## src/rtl/wf_route_pkg.sv

```systemverilog
package wf_route_pkg;

   localparam int unsigned DIR_W     = 0;
   localparam int unsigned DIR_E     = 1;
   localparam int unsigned DIR_S     = 2;
   localparam int unsigned DIR_N     = 3;
   localparam int unsigned PORT_LOC  = 4;
   localparam int unsigned NUM_LINKS = 4;
   localparam int unsigned NUM_PORTS = NUM_LINKS + 1;

   typedef logic [NUM_LINKS-1:0] link_vec_t;
   typedef logic [NUM_PORTS-1:0] port_vec_t;

   localparam port_vec_t PORT_NONE = '0;

endpackage

```

## src/rtl/wf_axis_offset.sv

```systemverilog
module wf_axis_offset #(
   parameter int unsigned COORD_W = 4,
   localparam int unsigned OFF_W  = COORD_W + 1
) (
   input  logic [COORD_W-1:0]     dst_i,
   input  logic [COORD_W-1:0]     here_i,
   output logic signed [OFF_W-1:0] off_o
);

   always_comb begin
      off_o = $signed({1'b0, dst_i}) - $signed({1'b0, here_i});
   end

endmodule

```

## src/rtl/wf_productive.sv

```systemverilog
module wf_productive
   import wf_route_pkg::*;
#(
   parameter int unsigned COORD_W = 4,
   localparam int unsigned OFF_W  = COORD_W + 1
) (
   input  logic signed [OFF_W-1:0] dx_i,
   input  logic signed [OFF_W-1:0] dy_i,
   output link_vec_t               prod_o,
   output logic                    at_dest_o
);

   logic go_west;

   always_comb begin
      go_west         = dx_i < 0;
      prod_o          = '0;
      // westward hops come first and exclude everything else
      prod_o[DIR_W]   = go_west;
      prod_o[DIR_E]   = !go_west && (dx_i > 0);
      prod_o[DIR_S]   = !go_west && (dy_i < 0);
      prod_o[DIR_N]   = !go_west && (dy_i > 0);
      at_dest_o       = (dx_i == '0) && (dy_i == '0);
   end

endmodule

```

## src/rtl/wf_port_pick.sv

```systemverilog
module wf_port_pick
   import wf_route_pkg::*;
#(
   parameter bit TIE_PREF_EAST = 1'b1
) (
   input  link_vec_t cand_i,
   input  link_vec_t busy_i,
   output port_vec_t port_o,
   output logic      none_o
);

   logic      y_cand;
   logic      y_busy;
   logic      e_busy;
   logic      take_y;
   port_vec_t y_port;

   always_comb begin
      y_cand = cand_i[DIR_S] | cand_i[DIR_N];
      y_busy = (cand_i[DIR_S] & busy_i[DIR_S]) | (cand_i[DIR_N] & busy_i[DIR_N]);
      e_busy = busy_i[DIR_E];
      y_port = '0;
      y_port[DIR_S] = cand_i[DIR_S];
      y_port[DIR_N] = cand_i[DIR_N];
   end

   generate
      if (TIE_PREF_EAST) begin : g_tie_east
         always_comb take_y = e_busy && !y_busy;
      end else begin : g_tie_y
         always_comb take_y = !(y_busy && !e_busy);
      end
   endgenerate

   always_comb begin
      port_o = PORT_NONE;
      none_o = 1'b0;
      if (cand_i[DIR_W]) begin
         port_o[DIR_W] = 1'b1;
      end else if (cand_i[DIR_E] && y_cand) begin
         if (take_y) port_o = y_port;
         else        port_o[DIR_E] = 1'b1;
      end else if (cand_i[DIR_E]) begin
         port_o[DIR_E] = 1'b1;
      end else if (y_cand) begin
         port_o = y_port;
      end else begin
         none_o = 1'b1;
      end
   end

endmodule

```

## src/rtl/wf_route_sel.sv

```systemverilog
module wf_route_sel
   import wf_route_pkg::*;
#(
   parameter int unsigned COORD_W       = 4,
   parameter bit          TIE_PREF_EAST = 1'b1
) (
   input  logic               clk,
   input  logic               rst_n,
   input  logic               hdr_valid,
   input  logic [COORD_W-1:0] dst_x,
   input  logic [COORD_W-1:0] dst_y,
   input  logic [COORD_W-1:0] loc_x,
   input  logic [COORD_W-1:0] loc_y,
   input  logic [3:0]         link_busy,
   input  logic [3:0]         link_fail,
   output logic               req_valid,
   output logic [4:0]         req_port,
   output logic               route_err
);

   localparam int unsigned OFF_W  = COORD_W + 1;
   localparam int unsigned N_AXES = 2;

   generate
      if (COORD_W < 1 || COORD_W > 15) begin : g_bad_width
         $error("wf_route_sel: COORD_W out of range");
      end
   endgenerate

   logic [COORD_W-1:0]       dst_a  [N_AXES];
   logic [COORD_W-1:0]       here_a [N_AXES];
   logic signed [OFF_W-1:0]  off_a  [N_AXES];

   always_comb begin
      dst_a[0]  = dst_x;
      dst_a[1]  = dst_y;
      here_a[0] = loc_x;
      here_a[1] = loc_y;
   end

   generate
      for (genvar ax = 0; ax < N_AXES; ax++) begin : g_axis
         wf_axis_offset #(.COORD_W(COORD_W)) u_off (
            .dst_i  (dst_a[ax]),
            .here_i (here_a[ax]),
            .off_o  (off_a[ax])
         );
      end
   endgenerate

   link_vec_t prod;
   logic      at_dest;

   wf_productive #(.COORD_W(COORD_W)) u_prod (
      .dx_i      (off_a[0]),
      .dy_i      (off_a[1]),
      .prod_o    (prod),
      .at_dest_o (at_dest)
   );

   link_vec_t cand;
   port_vec_t pick_port;
   logic      pick_none;

   always_comb cand = prod & ~link_fail;

   wf_port_pick #(.TIE_PREF_EAST(TIE_PREF_EAST)) u_pick (
      .cand_i (cand),
      .busy_i (link_busy),
      .port_o (pick_port),
      .none_o (pick_none)
   );

   port_vec_t next_port;
   logic      next_err;

   always_comb begin
      if (at_dest) begin
         next_port           = PORT_NONE;
         next_port[PORT_LOC] = 1'b1;
         next_err            = 1'b0;
      end else begin
         next_port = pick_port;
         next_err  = pick_none;
      end
   end

   always_ff @(posedge clk or negedge rst_n) begin
      if (!rst_n) begin
         req_valid <= 1'b0;
         route_err <= 1'b0;
         req_port  <= PORT_NONE;
      end else begin
         req_valid <= hdr_valid && !next_err;
         route_err <= hdr_valid && next_err;
         req_port  <= (hdr_valid && !next_err) ? next_port : PORT_NONE;
      end
   end

endmodule

```

## config.mk

```make
export PLATFORM = sky130hd
export DESIGN_NAME = wf_route_sel
export DESIGN_NICKNAME = d
export VERILOG_FILES = /design/src/rtl/wf_route_pkg.sv /design/src/rtl/wf_axis_offset.sv /design/src/rtl/wf_productive.sv /design/src/rtl/wf_port_pick.sv /design/src/rtl/wf_route_sel.sv
export SDC_FILE = /design/constraint.sdc
export NUM_CORES = 1
export LEC_CHECK = 0
export ABC_CLOCK_PERIOD_IN_PS = 800
export BUFFER_PORTS_ARGS = -buffer_cell sky130_fd_sc_hd__buf_2
export CELL_PAD_IN_SITES_DETAIL_PLACEMENT = 0
export CELL_PAD_IN_SITES_GLOBAL_PLACEMENT = 1
export CORE_ASPECT_RATIO = 1.5
export CORE_MARGIN = 3
export CORE_UTILIZATION = 29
export DETAILED_ROUTE_END_ITERATION = 8
export PLACE_DENSITY = 0.8
export SETUP_SLACK_MARGIN = 0.1
export SLEW_MARGIN = 10
export SYNTH_ARGS = -nofsm -noshare
export SYNTH_HDL_FRONTEND = slang
export SYNTH_SLANG_ARGS = --single-unit
export TNS_END_PERCENT = 50
```

## constraint.sdc

```tcl
create_clock -name clk -period 0.8 [get_ports clk]
set_clock_uncertainty 0.05 [all_clocks]
set_input_delay 0 -clock clk [delete_from_list [all_inputs] [get_ports clk]]
set_output_delay 0 -clock clk [all_outputs]
set_load 0.01 [all_outputs]
```

==> results.cfg, run 1 <==
[power]
pwr_density_cell_nw_per_um2 = 1138
p_sw_share_pct = 32.14
power_frac_comb_pct = 51.2
p_int_w = 0.0009467
irDropWorstVdd_mv = 0.4095
p_sw_w = 0.0004483
total_power_w = 0.001395
pwr-share-clk_pct = 21.5
power.leakage_nw = 0.6010
p_seq_share_pct = 27.3

[route]
ant_nets = 0
wl_per_cell_um = 11.34
vias = 771
firstDrtPassIters = 3
drc = 0
drt_iter0_drc = 10
via_per_inst = 4.911
routed_wl_um = 1781

[final_layout]
fin_cells = 157
areaGrowthSynthToFinish_pct = 75.00
seqCellArea_um2 = 175.2
nNetsFinal = 172
fillers = 202
multi_input_comb_area_um2 = 604.3
antenna_cells = 0
drive_gt1_share_pct = 60.45

[cts]
cts-root-buf = clkbuf_4
cts_buffers = 3
tritoncts = yes
clk_pin_slew_ps = 50
cts-htree-levels = 1
clkSinkCount = 7
clockBufferDepth = 2
ctsHoldBuffers = 1

[timing]
worst_pin_slew_ps = 332.9
slew_headroom_pct = 77.64
period_needed_ps = 1721
slew_violations = 0
hold_viol = 3
rsz0062_at_grt = yes
tns_ps = -5040
fmax_ghz = 0.5811
period_share_pct = 215.1
setup_viol = 7
hold_slack_ps = -111.5
setup_ws_ps = -920.9

[synth]
ys_seq_area_share_pct = 25.00
synth_area_um2 = 700.7
synth.avg_cell_area_um2 = 8.869
ys_ff_latch = 7
postSynthCellCount = 79
ys_types = 30
yosysWarnings = 0
syn_nets = 116

[die]
die_area_um2 = 3054
initial_core_util_pct = 31.01
io_pins = 34
num_rows = 21
core_area_um2 = 2260
die_w_um = 46.14
die_h_um = 66.20

[outcome]
violations = negative hold slack, negative setup slack
status = finished, violations left

[worst_setup_path]
cp.required_ps = 860
arrival_ps = 1780
criticalPathCategory = in -> reg
path_max_fanout = 3
end_kind = flop
critPathLaunchType = input pin

[hold_path]
hold_path.class = in -> reg

[global_route]
antenna_found_initial = 0
overflow = 0
first_global_vias = 807
grt_start_max_net_pins = 8
grt_first_pass_wirelength_um = 3063
grt_use_total_pct = 13.10

[placement]
dpl_worst_slack_ps = -1287
gp_congestion = 0.8103
port_buffers = 32
placed_cells = 150
dp_hpwl_um = 1576

[run]
maxCapViolations = 0
[final timing paths]
kind	from	to	depth (start not counted)
setup / recovery	dst_x[0]	req_valid$_DFF_PN0_	11
hold / removal	link_fail[0]	req_port[0]$_DFF_PN0_	2
max in group asynchronous	rst_n	req_port[0]$_DFF_PN0_	2
min in group asynchronous	rst_n	req_port[1]$_DFF_PN0_	2
[registers in the layout, indices dropped and copies added, names as in the netlist]
| register | count |
|---|---|
| req_port | 5 |
| req_valid | 1 |
| route_err | 1 |
[worst max-delay path, stage by stage]
cell and delay, ps:
buf_8 110, inv_12 40, ha_4 120, inv_2 30, fa_2 360, buf_4 150
nand3_2 90, and2_4 150, nor3_1 70, or2_2 290, o41a_1 380
[metal layers]
layer | global-route usage (%) | part of all wire [%] | vias up
met4 | 5.338 | 0 | 0
met5 | 0 | 0 | -
met1 | 14.36 | 36 | 349
met3 | 0.8174 | 7.2 | 0
met2 | 24.31 | 57 | 29
li1 | - | - | 393
[power by group through the flow]
stage / Clock (W) / Sequential [W] / Combinational (W)
CTS: 0.000312 / 0.000382 / 0.000708
global route: 0.000328 / 0.000383 / 0.000794
global placement: 0 / 0.000387 / 0.000625
detailed placement: 0 / 0.000387 / 0.000644
floorplan: 0 / 0.000401 / 0.000352
finish: 0.000300 / 0.000381 / 0.000714
[cell usage after synthesis (all sizes together)]
master  number  share of area [%]
a211o        1                1.3
a211oi       1                1.1
a21oi        6                4.3
a221o        1                1.4
and2         1               0.89
and4         1                1.3
and4b        1                1.4
dfrtp        7                 25
fa           2                5.7
ha           8                 14
inv         12                6.4
mux2         1                2.1
nand2        7                3.8
nand2b       1               0.89
nand3        3                2.1
nand3b       3                3.2
nor2         1               0.54
nor3         4                3.6
nor3b        3                3.2
nor4         2                1.8
nor4b        1                1.3
nor4bb       3                4.3
o21ai        1               0.71
o41a         1                1.6
or2          1               0.89
or3          1               0.89
or4          1                1.1
xnor2        1                1.3
xor2         3                3.8
[kinds of logic after synthesis]
group                      after synthesis  share of synthesized area [%]
xor gates and xnor gates                 4                          5.001
buffers and inverters                   12                          6.428
muxes                                    1                          2.142
and+or+nand+nor                         34                          31.07
AOI/OAI and AO/OA                       11                          10.36
DFF                                      7                          25.00
adders and majority gates               10                          20.00
[placed cells by master, fill, tap and decap left out, types with 2 or more instances in the layout]
cell type / n
nor3b_2: 2
buf_6: 3
nand2_1: 6
a21oi_1: 4
fa_2: 2
nand3b_1: 3
ha_4: 2
buf_4: 17
inv_1: 8
inv_2: 2
xor2_2: 2
ha_1: 6
nand3_2: 2
nor3_2: 2
buf_2: 29
a21oi_2: 2
clkbuf_4: 3
nor4bb_2: 2
dfrtp_1: 7
[final cells by class]
type                       count  share of cell area (%)
multi-input combinational     60                   49.29
timing repair buffer          51                   27.04
sequential                     7                   14.29
inverter                      12                   4.898
tap                           23                   2.347
clock buffer                   4                   2.143
[per-stage QoR]
| stage | util (%) | instance area (um2) |
|---|---|---|
| floorplan | - | 785.8 |
| global placement | 48.45 | 1095 |
| detailed placement | 48.45 | 1095 |
| CTS | 53.71 | 1214 |
| global route | 54.26 | 1226 |
| finish | 54.26 | 1226 |
[repair_timing]
action	in CTS	in global routing
setup buffers	2	0
endpoints found under the hold margin	11	4
pin swaps	10	1
gates resized for setup	15	2
endpoints found under the setup margin	14	14
(Power assumes the default switching activity.)
==> run 2: changes to the inputs <==
- ABC_CLOCK_PERIOD_IN_PS: 800 -> 2000
- CORE_UTILIZATION: 29 -> 34
- PLACE_DENSITY: 0.8 -> 0.87
- clock period: 0.8 -> 2 ns (I/O delays scaled with it)
==> results.cfg, run 2 (same netlist as run 1, synthesis figures left out) <==
[cts]
clockBufferDepth = 2
cts-root-buf = clkbuf_4
tritoncts = yes
postCtsSetupBuffers = 0
clkSinkCount = 7
cts_buffers = 3
cts-htree-levels = 1
clk_pin_slew_ps = 50

[worst_setup_path]
end_kind = flop
critPathLaunchType = input pin
cp_top_family = simple AND/OR/NAND/NOR gates
crit_cells = 10
max_stage_delay_ps = 470
crit_path_cell_trace = buf_2, inv_1, ha_1, inv_1, fa_1, nand3b_1, a211oi_1, nor3_1, or3_1, nor4_2
criticalPathCategory = in -> reg
cp_slowest_cell = fa_1
path_max_fanout = 3
path_buf_inv = 3
arrival_ps = 1930
critPathLaunch = dst_y[0]
crit_top_cell = inv_1
cp.required_ps = 2100

[power]
pwr_density_cell_nw_per_um2 = 478.7
power.leakage_nw = 0.5236
irDropWorstVdd_mv = 0.2106

[timing]
rsz0062_at_grt = yes
setup_viol = 0
setup_ws_ps = 175.3
worst_pin_slew_ps = 343.5
slew_violations = 0
period_share_pct = 91.23
hold_viol = 0
tns_ps = 0
fmax_ghz = 0.5480
slew_headroom_pct = 76.92
period_needed_ps = 1825

[route]
drt_iter0_drc = 11
routed_wl_um = 1686
vias = 729
wl_per_cell_um = 11.71
ant_nets = 0
drc = 0
firstDrtPassIters = 3
via_per_inst = 5.063

[final_layout]
fin_util_pct = 53.36
nNetsFinal = 161
fin_area_um2 = 1015
final_common_cell = buf_2
antenna_cells = 0
reg_top3 = req_port x5, req_valid x1, route_err x1
areaGrowthSynthToFinish_pct = 44.82
drive_gt1_share_pct = 35.77
largest_register = req_port
final_cell_mix = buf_2, inv_1, ha_1
largest_reg_flops = 5
fin_cells = 144

[global_route]
use_met3_pct = 2.924
overflow = 0
grt_first_pass_wirelength_um = 2766
grt_use_total_pct = 13.59
antenna_found_initial = 0
met2_usage_pct = 27.90
grt_util_met1_pct = 12.90
busiest_layer = met2
first_global_vias = 719
grt_start_max_net_pins = 8

[hold_path]
hold_path.class = in -> reg
hold_path.startpoint = link_fail[1]
hold_depth = 3

[die]
initial_core_util_pct = 36.84
die_area_um2 = 2653
die_w_um = 43.07
core_area_um2 = 1902
io_pins = 34
num_rows = 19
die_h_um = 61.60

[placement]
gp_congestion = 0.7263
post_dp_cell_area_um2 = 902.1
dpl_worst_slack_ps = -142.0
placed_cells = 134
port_buffers = 32
dp_hpwl_um = 1449

[outcome]
status = complete, no violations

[run]
maxCapViolations = 0
run 2: changes by cell type in the layout (fill, tap and decap cells not counted), sizes merged:
cell | before | now
dlygate4sd3 | 1 | 6
buf | 50 | 34
run 2: metal layers:
metal  routed length, um  share of wire [%]
met5                   0                  0
met3                  92                5.5
met2                 966                 57
met4                  14               0.83
met1                 612                 36
run 2: report_power, final:
| part | switching [W] | total [W] | internal, W |
|---|---|---|---|
| clock | 0.0000494 | 0.000125 | 0.0000760 |
| combinational | 0.000106 | 0.000208 | 0.000102 |
| sequential | 0.00000213 | 0.000153 | 0.000151 |
run 2: timing repair:
action | CTS | global route
gates resized for setup | 0 | 4
hold endpoints to repair | 11 | 0
setup endpoints to repair | 0 | 4
hold buffers | 6 | 0
run 2: path summary, 6_finish.rpt:
| check | end | slack [ps] |
|---|---|---|
| hold / removal | req_port[3]$_DFF_PN0_ | 8 |
| min in group asynchronous | req_valid$_DFF_PN0_ | 50 |
| setup / recovery | route_err$_DFF_PN0_ | 180 |
| max in group asynchronous | req_port[0]$_DFF_PN0_ | 1700 |
run 2: per-stage QoR:
stage | power, W | hold WS, ps
global placement | 0.0003369 | -219.1
finish | 0.0004857 | 8.298
floorplan | 0.0002766 | -345.6
global route | 0.0005275 | 13.94
detailed placement | 0.0003448 | -212.0
CTS | 0.0004782 | 7.707
run 2: final cells by class:
type,instances,area (um2)
Sequential cell,7,175.2
Fill cell,200,887.1
Inverter,12,45.04
Timing Repair Buffer,40,235.2
Clock buffer,4,26.28
Multi-Input combinational cell,60,506.7
Tap cell,21,26.28
==> run 3: changes to the inputs <==
- CTS_BUF_LIST: unset -> sky130_fd_sc_hd__clkbuf_8 sky130_fd_sc_hd__clkbuf_16
- PLACE_DENSITY: 0.87 -> unset
- PLACE_DENSITY_LB_ADDON: unset -> 0.1
==> results.cfg, run 3 (same netlist as run 1, synthesis figures left out) <==
[die]
core_area_um2 = 1902
die_h_um = 61.60
num_rows = 19
die_area_um2 = 2653
initial_core_util_pct = 36.84
io_pins = 34
die_w_um = 43.07

[global_route]
grt_use_total_pct = 13.41
grt_first_pass_wirelength_um = 2670
first_global_vias = 679
grt_start_max_net_pins = 8
overflow = 0
antenna_found_initial = 0

[timing]
tns_ps = 0
fmax_ghz = 0.5471
period_needed_ps = 1828
hold_viol = 0
setup_viol = 0
slew_headroom_pct = 77.58
rsz0062_at_grt = yes
hold_slack_ps = 19.81
worst_pin_slew_ps = 335.6
slew_violations = 0
period_share_pct = 91.39

[final_layout]
areaGrowthSynthToFinish_pct = 44.46
antenna_cells = 0
seqCellArea_um2 = 175.2
multi_input_comb_area_um2 = 498.0
fin_util_pct = 53.22
fillers = 197
drive_gt1_share_pct = 36.07
final_common_cell = buf_2
largest_reg_flops = 5
largest_register = req_port
nNetsFinal = 160
final_cell_mix = buf_2, inv_1, ha_1
reg_top3 = req_port x5, req_valid x1, route_err x1
fin_cells = 143

[cts]
clkSinkCount = 7
clk_pin_slew_ps = 40
cts_buffers = 3
cts-root-buf = clkbuf_8
cts-htree-levels = 1
tritoncts = yes
clockBufferDepth = 2

[route]
routed_wl_um = 1548
ant_nets = 0
vias = 706
drc = 0
drt-met1-wl_um = 560
routed-wl-met3_um = 123
firstDrtPassIters = 2
via_per_inst = 4.937
wl_per_cell_um = 10.83
route.met2.wl_um = 825
drt_iter0_drc = 12
topRoutingLayerUsed = met4

[worst_setup_path]
cp.required_ps = 2080
critPathLaunchType = input pin
arrival_ps = 1900
max_stage_delay_ps = 460
crit_top_cell = inv_1
criticalPathCategory = in -> reg
cp_slowest_cell = fa_1
path_max_fanout = 4
crit_path_cell_trace = buf_2, inv_1, ha_1, inv_1, fa_1, nand3b_1, a211oi_2, nor3_2, or3_1, nor4_1
end_kind = flop

[power]
power.leakage_nw = 0.5365
p_int_w = 0.0003816
p_sw_w = 0.0001630
total_power_w = 0.0005446
pwr-share-clk_pct = 35.4
p_seq_share_pct = 28.1
p_sw_share_pct = 29.93
pwr_density_cell_nw_per_um2 = 538.1
irDropWorstVdd_mv = 0.1903
power_frac_comb_pct = 36.6

[placement]
port_buffers = 32
dp_hpwl_um = 1350
placed_cells = 135
gp_congestion = 0.7769

[hold_path]
hold_path.class = in -> reg

[run]
maxCapViolations = 0

[outcome]
status = complete, no violations
[run 3: cell count changes in the layout (fill, tap and decap cells not counted), sizes merged]
cell	delta
buf	+1
clkbuf	-1
dlygate4sd3	-2
inv	+1
[run 3: worst max-delay path: cells and delay by family]
family,cells,cell delay (ps)
compound gates,1,220
buf+inv,3,190
simple gates,4,880
fa+ha+maj,2,610
[run 3: layout make-up]
class	count	area share, %
Multi-Input combinational cell	60	49.20
Timing Repair Buffer	39	22.00
Sequential cell	7	17.31
Inverter	12	4.450
Clock buffer	3	4.079
Tap cell	21	2.596
Clock inverter	1	0.3708
[run 3: path summary, 6_finish.rpt]
check	from	endpoint	slack, ps	cells past startpoint
worst min-delay path	link_busy[2]	req_port[3]$_DFF_PN0_	20	3
min in group asynchronous	rst_n	req_valid$_DFF_PN0_	90	2
worst max-delay path	dst_y[0]	route_err$_DFF_PN0_	170	10
max in group asynchronous	rst_n	req_port[1]$_DFF_PN0_	1670	2
[run 3: timing repair]
| action | 4_1_cts | 5_1_grt |
|---|---|---|
| buffers inserted | 0 | 0 |
| gates resized for setup | 0 | 3 |
| setup endpoints to repair | 0 | 3 |
| hold endpoints to repair | 11 | 0 |
| hold buffers | 4 | 0 |
[run 3: through the flow]
| stage | worst slack (ps) | cell area, um2 |
|---|---|---|
| after detailed placement | -100.5 | 909.6 |
| after CTS | 130.4 | 994.7 |
| after global placement | -114.3 | 909.6 |
| final | 172.2 | 1012 |
| after global routing | 59.02 | 1012 |
| after floorplan | 126.4 | 700.7 |
[run 3: power groups by stage]
stage	Sequential [W]	Clock [W]	Combinational (W)
finish	0.000153	0.000193	0.000199
detailed placement	0.000155	0	0.000190
floorplan	0.000160	0	0.000116
global placement	0.000155	0	0.000189
global route	0.000153	0.000211	0.000225
CTS	0.000153	0.000197	0.000197
[run 3: routing by layer]
metal  global-route usage [%]  up-vias
met3                    3.216        5
met4                    7.759        0
met1                    12.39      305
li1                         -      370
met2                    26.39       26
met5                        0        -
